`config.mk`:
```
export PLATFORM = sky130hd
export DESIGN_NAME = dma_preempt_arbiter
export DESIGN_NICKNAME = d
export VERILOG_FILES = /design/src/rtl/dma_arb_pkg.sv /design/src/rtl/dma_arb_cfg.sv /design/src/rtl/dma_arb_gate.sv /design/src/rtl/dma_arb_grant.sv /design/src/rtl/dma_preempt_arbiter.sv
export SDC_FILE = /design/constraint.sdc
export NUM_CORES = 1
export LEC_CHECK = 0
export ABC_AREA = 0
export BUFFER_PORTS_ARGS = -buffer_cell sky130_fd_sc_hd__clkbuf_2
export CORE_AREA = 2 2 39 41
export CTS_CLUSTER_SIZE = 25
export DETAILED_ROUTE_END_ITERATION = 12
export DIE_AREA = 0 0 41 43
export GPL_TIMING_DRIVEN = 0
export PLACE_DENSITY = 0.46
export SLEW_MARGIN = 20
export SYNTH_ARGS = -nofsm -noshare
export SYNTH_HDL_FRONTEND = slang
export SYNTH_SLANG_ARGS = --single-unit
```
`constraint.sdc`:
```
create_clock -name clk -period 1.35 [get_ports clk]
set_input_delay 0.27 -clock clk [delete_from_list [all_inputs] [get_ports clk]]
set_output_delay 0.27 -clock clk [all_outputs]
set_load 0.01 [all_outputs]
```
`src/rtl/dma_arb_pkg.sv`:
```
package dma_arb_pkg;
  localparam int PRIO_W = 2;

  typedef enum logic [PRIO_W-1:0] {
    PRIO_ALL      = 2'b00,
    PRIO_REF_ONLY = 2'b01,
    PRIO_NONE     = 2'b10,
    PRIO_RSVD     = 2'b11
  } prio_e;

  typedef enum logic [1:0] {
    OWN_NONE = 2'b00,
    OWN_REF  = 2'b01,
    OWN_BUS  = 2'b10
  } owner_e;
endpackage

```
`src/rtl/dma_arb_cfg.sv`:
```
module dma_arb_cfg
  import dma_arb_pkg::*;
(
  input  logic              clk,
  input  logic              rst_n,
  input  logic              cfg_we,
  input  logic [PRIO_W-1:0] cfg_prio,
  output prio_e             mode_eff,
  output logic              config_error
);
  prio_e prio_q;
  logic  err_q;

  always_ff @(posedge clk or negedge rst_n) begin
    if (!rst_n) begin
      prio_q <= PRIO_ALL;
      err_q  <= 1'b0;
    end else if (cfg_we) begin
      prio_q <= prio_e'(cfg_prio);
      if (prio_e'(cfg_prio) == PRIO_RSVD) err_q <= 1'b1;
    end
  end

  // reserved encoding folds onto the most restrictive legal one
  assign mode_eff     = (prio_q == PRIO_RSVD) ? PRIO_NONE : prio_q;
  assign config_error = err_q;


  err_sticky_chk: assert property (@(posedge clk) disable iff (!rst_n)
    config_error |=> config_error);


  rsvd_fold_chk: assert property (@(posedge clk) disable iff (!rst_n)
    (cfg_we && cfg_prio == 2'b11) |=> (config_error && mode_eff == PRIO_NONE));
endmodule

```
`src/rtl/dma_arb_gate.sv`:
```
module dma_arb_gate
  import dma_arb_pkg::*;
(
  input  logic  dma_active,
  input  logic  beat_boundary,
  input  prio_e mode,
  output logic  allow_ref,
  output logic  allow_bus
);
  logic handover_ok;
  logic ref_ok_in_burst;
  logic bus_ok_in_burst;

  assign handover_ok     = !dma_active || beat_boundary;
  assign ref_ok_in_burst = (mode == PRIO_ALL) || (mode == PRIO_REF_ONLY);
  assign bus_ok_in_burst = (mode == PRIO_ALL);

  assign allow_ref = handover_ok && (!dma_active || ref_ok_in_burst);
  assign allow_bus = handover_ok && (!dma_active || bus_ok_in_burst);
endmodule

```
`src/rtl/dma_arb_grant.sv`:
```
module dma_arb_grant
  import dma_arb_pkg::*;
(
  input  logic clk,
  input  logic rst_n,
  input  logic refresh_req,
  input  logic bus_req,
  input  logic allow_ref,
  input  logic allow_bus,
  output logic refresh_grant,
  output logic bus_grant
);
  owner_e own_q, own_d;

  always_comb begin
    own_d = own_q;
    case (own_q)
      OWN_REF: if (!refresh_req) own_d = OWN_NONE;
      OWN_BUS: if (!bus_req)     own_d = OWN_NONE;
      default: begin
        if (refresh_req && allow_ref)  own_d = OWN_REF;
        else if (bus_req && allow_bus) own_d = OWN_BUS;
        else                           own_d = OWN_NONE;
      end
    endcase
  end

  always_ff @(posedge clk or negedge rst_n) begin
    if (!rst_n) own_q <= OWN_NONE;
    else        own_q <= own_d;
  end

  assign refresh_grant = (own_q == OWN_REF);
  assign bus_grant     = (own_q == OWN_BUS);


  ref_keep_chk: assert property (@(posedge clk) disable iff (!rst_n)
    (refresh_grant && refresh_req) |=> refresh_grant);


  bus_keep_chk: assert property (@(posedge clk) disable iff (!rst_n)
    (bus_grant && bus_req) |=> bus_grant);


  release_gap_chk: assert property (@(posedge clk) disable iff (!rst_n)
    ((refresh_grant && !refresh_req) || (bus_grant && !bus_req))
      |=> (!refresh_grant && !bus_grant));


  ref_first_chk: assert property (@(posedge clk) disable iff (!rst_n)
    (!refresh_grant && !bus_grant && refresh_req && allow_ref && bus_req && allow_bus)
      |=> (refresh_grant && !bus_grant));
endmodule

```
`src/rtl/dma_preempt_arbiter.sv`:
```
module dma_preempt_arbiter
  import dma_arb_pkg::*;
(
  input  logic              clk,
  input  logic              rst_n,
  input  logic              cfg_we,
  input  logic [PRIO_W-1:0] cfg_prio,
  input  logic              dma_burst_active,
  input  logic              beat_boundary,
  input  logic              refresh_req,
  input  logic              bus_req,
  output logic              refresh_grant,
  output logic              bus_grant,
  output logic              dma_hold,
  output logic              config_error
);
  prio_e mode_eff;
  logic  allow_ref, allow_bus;

  dma_arb_cfg u_cfg (
    .clk          (clk),
    .rst_n        (rst_n),
    .cfg_we       (cfg_we),
    .cfg_prio     (cfg_prio),
    .mode_eff     (mode_eff),
    .config_error (config_error)
  );

  dma_arb_gate u_gate (
    .dma_active    (dma_burst_active),
    .beat_boundary (beat_boundary),
    .mode          (mode_eff),
    .allow_ref     (allow_ref),
    .allow_bus     (allow_bus)
  );

  dma_arb_grant u_grant (
    .clk           (clk),
    .rst_n         (rst_n),
    .refresh_req   (refresh_req),
    .bus_req       (bus_req),
    .allow_ref     (allow_ref),
    .allow_bus     (allow_bus),
    .refresh_grant (refresh_grant),
    .bus_grant     (bus_grant)
  );

  assign dma_hold = refresh_grant | bus_grant;


  mid_beat_chk: assert property (@(posedge clk) disable iff (!rst_n)
    (!dma_hold && dma_burst_active && !beat_boundary) |=> !dma_hold);


  hold_all_chk: assert property (@(posedge clk) disable iff (!rst_n)
    (!dma_hold && dma_burst_active && mode_eff == PRIO_NONE) |=> !dma_hold);


  bus_block_chk: assert property (@(posedge clk) disable iff (!rst_n)
    (!bus_grant && dma_burst_active && mode_eff != PRIO_ALL) |=> !bus_grant);


  one_owner_chk: assert property (@(posedge clk) disable iff (!rst_n)
    $onehot0({refresh_grant, bus_grant}));
endmodule

```
==> summary.txt <==
Worst path depth: 3
Actual transition at the worst max-transition pin: 189 ps
Synthesized-area fraction occupied by adder cells: 9.95%
Cell-by-cell listing of the critical path: ha_4 > inv_2 > buf_6
Area share of the largest cell type after synthesis: 49.8%
DRC violation count after routing: 0
Synthesis warning total: 0
Depth of the CTS H-tree: 1
Delay of the slowest cell on the worst path: 400 ps
Pre-CTS setup slack: 146 ps
Average vias per placed instance: 4.09
Worst-Skew Late Latency: 240 ps
Horizontal die dimension: 41 µm
Total routing resource utilization after global routing: 7.27%
Number of diodes: 0
Dominant cells by area after synthesis: sky130_fd_sc_hd__dfrtp_1 50%, sky130_fd_sc_hd__ha_1 10%, sky130_fd_sc_hd__mux2_2 9.0%
Leak pwr: 0.193 nW
Highest achievable clock rate: 751 MHz
Number of I/O pins: 13
Sequential fraction of the synthesis area: 49.8%
Max_slew headroom: 87.4%
TritonCTS clock tree: yes
WL final: 526 µm
Top cell types by occurrence after synthesis: 5 x sky130_fd_sc_hd__dfrtp_1, 3 x sky130_fd_sc_hd__inv_1, 2 x sky130_fd_sc_hd__ha_1, 2 x sky130_fd_sc_hd__mux2_2, 2 x sky130_fd_sc_hd__nand2_1
Number of buffers created by CTS: 3
Area added between synthesis and finish: 56.7%
Avg Cell Area, Syn: 11.4 µm²
Dominant combinational cell family by area after synthesis: compound AO/OA/AOI/OAI gates
Height of the die: 43 µm
Main synth FF type: sky130_fd_sc_hd__dfrtp_1
Fraction of final layout cells sized beyond drive strength 1: 57.5%
Cell accounting for the most synthesized area: sky130_fd_sc_hd__dfrtp_1
Area occupied by multi-input gates: 128 µm²
Multiplexer share of the synthesized area: 8.96%
Post-place instance area: 332 µm²
Most frequent cell after synthesis: sky130_fd_sc_hd__dfrtp_1
Total number of clock tree sinks: 5
Unrepaired setup endpoints after global routing: true
Worst-path maximum fanout: 2
Count of filler cells inserted in the layout: 155
Global-route wire length before repair: 862 µm
Starting density of the core: 18.2%
Sum of buffers and inverters on the critical path: 2
Number of antenna violations at the first check in global routing: 0
Post-Syn Nets: 33
Number of stages on the worst hold path: 2
Async set-reset flop share out of synthesis: 100%
Worst setup path class: flip-flop to primary output
Number of distinct library cells after synthesis: 13
Result of the run: finished clean
Final number of setup-violating endpoints: 0
Crit path max-delay cell type: sky130_fd_sc_hd__dfrtp_1
Clock-pin slew on the worst setup and hold paths: 40 ps
Floorplan core area: 0.00138 mm²
Setup clock skew after layout: 4.66 ps
First-pass iteration count of the detailed router: 4
Worst path setup slack after routing: 19.1 ps
Post-synth EDFFs: 0
XOR/XNOR Fraction of Synth Area: 0%
Final Wtd Congestion: 0.595
Minimum clock period: 1330 ps
Total standard cell area after synthesis: 251 µm²
Overall die area: 0.00176 mm²
FF+latch area: 125 µm²
Max IR drop VDD: 392 µV
Pin count of the biggest net entering global routing: 6
Number of max-cap violations: 0
Post-layout nets: 52
Final hold vios: 0
Buffers added on ports: 12
Critical path arrival: 1060 ps
Via Count: 229
Number of DRC markers in iteration 0: 7
Post-synthesis cell count: 22
Critical path launch point type: flip-flop
Synth Area in Simple Gates: 8.96%
P per Cell Area: 1310 mW/mm²
Clock root buffer: sky130_fd_sc_hd__clkbuf_4
Share of the synthesized area in compound gates (AO/OA/AOI/OAI): 17.9%
FF+latch count, synth: 5
Final Max Tran Viols: 0
Required time of the critical path: 1080 ps
Critical Path End Type: primary output
Final ANT Viol Nets: 0
GR Overflow Total: 0
R2R depth: 5
Worst min-delay path category: input port to flip-flop
Drt wl/cell: 9.39 µm
Share of the clock period used by the worst path: 98.6%
Final design instance area without fill: 394 µm²
DPL Wire Length: 422 µm
Via count of the first global-routing pass: 225
Number of buffers between clock root and the deepest sink: 2
Total number of placement rows: 14
Largest delay contributor family on the critical path: flip-flops
cells in the final DEF, fill, tap and decap left out:
| cell | n |
|---|---|
| sky130_fd_sc_hd__nand2b_1 | 1 |
| sky130_fd_sc_hd__a41o_1 | 1 |
| sky130_fd_sc_hd__nor2_1 | 1 |
| sky130_fd_sc_hd__buf_4 | 1 |
| sky130_fd_sc_hd__a22oi_2 | 1 |
| sky130_fd_sc_hd__dlygate4sd3_1 | 1 |
| sky130_fd_sc_hd__dfrtp_1 | 5 |
| sky130_fd_sc_hd__o2bb2ai_1 | 1 |
| sky130_fd_sc_hd__clkbuf_1 | 1 |
| sky130_fd_sc_hd__ha_1 | 1 |
| sky130_fd_sc_hd__clkbuf_2 | 11 |
| sky130_fd_sc_hd__inv_1 | 1 |
| sky130_fd_sc_hd__buf_6 | 1 |
| sky130_fd_sc_hd__nand2_1 | 2 |
| sky130_fd_sc_hd__mux2_2 | 2 |
| sky130_fd_sc_hd__nor3_1 | 1 |
| sky130_fd_sc_hd__o21ai_0 | 1 |
| sky130_fd_sc_hd__a31o_2 | 1 |
| sky130_fd_sc_hd__clkbuf_4 | 3 |
| sky130_fd_sc_hd__ha_4 | 1 |
| sky130_fd_sc_hd__inv_2 | 2 |
final cells by class:
| class | count | area share (%) |
|---|---|---|
| clock buffers | 4 | 6.67 |
| inverters | 3 | 2.86 |
| multi-input cells | 14 | 32.4 |
| flip-flops and latches | 5 | 31.7 |
| well taps | 16 | 5.08 |
| repair buffers | 14 | 21.3 |
timing repair:
action / CTS / global route
gates resized for setup: 2 / 3
pin swaps: 1 / 1
hold buffers: 1 / 0
endpoints found under the setup margin: 1 / 2
endpoints found under the hold margin: 5 / 0
buffers inserted: 1 / 0
stage by stage:
| step | instances | power [mW] | hold slack [ps] | utilization, % | setup TNS [ps] |
|---|---|---|---|---|---|
| 6_report | 56 | 0.517 | 279 | 28.5 | 0 |
| 5_1_grt | 56 | 0.555 | 289 | 28.5 | -52.0 |
| 4_1_cts | 56 | 0.510 | 269 | 28.0 | 0 |
| 3_5_place_dp | 50 | 0.300 | 100 | 24.0 | 0 |
| 3_3_place_gp | 50 | 0.299 | 97.8 | 24.0 | 0 |
| 2_1_floorplan | 22 | 0.251 | -25.6 | - | 0 |
cells by family after synthesis:
kind of cell,count (synthesis)
mux,2
buf+inv,3
compound gates,5
flops,5
simple gates,5
fa+ha+maj,2
worst register-to-register path: cells and delay by family, from the launching register on:
kind,cells,cell delay (ps)
simple gates,1,60
buf+inv,1,70
compound gates,2,430
fa+ha+maj,1,200
flops,1,380
flip-flops by register name (all words and copies together), names as in the netlist:
signal / count
u_grant.own_q: 2
u_cfg.prio_q: 2
u_cfg.config_error: 1
metal layers:
metal  vias to the layer above  wire length (µm)  track usage, %
li1                        113                 -               -
met1                       103               232            9.51
met2                        13               221            9.69
met3                         0                73            1.57
met4                         0                 0            6.00
met5                         -                 0               0
final timing paths:
check	slack (ps)	end	start
setup / recovery	20	dma_hold	u_grant.own_q[1]
hold / removal	280	u_cfg.config_error	cfg_prio[0]
setup reg to reg	90	u_grant.own_q[0]	u_grant.own_q[1]
hold reg to reg	470	u_cfg.config_error	u_cfg.config_error
max in group asynchronous	820	u_grant.own_q[0]	rst_n
min in group asynchronous	380	u_grant.own_q[1]	rst_n
power breakdown:
group	switching (mW)	internal [mW]	total, mW
Combinational	0.0760	0.0936	0.170
Sequential	0.0104	0.167	0.177
Clock	0.0588	0.112	0.170
Total	0.145	0.372	0.517
Power figures use the tool's default switching activity.
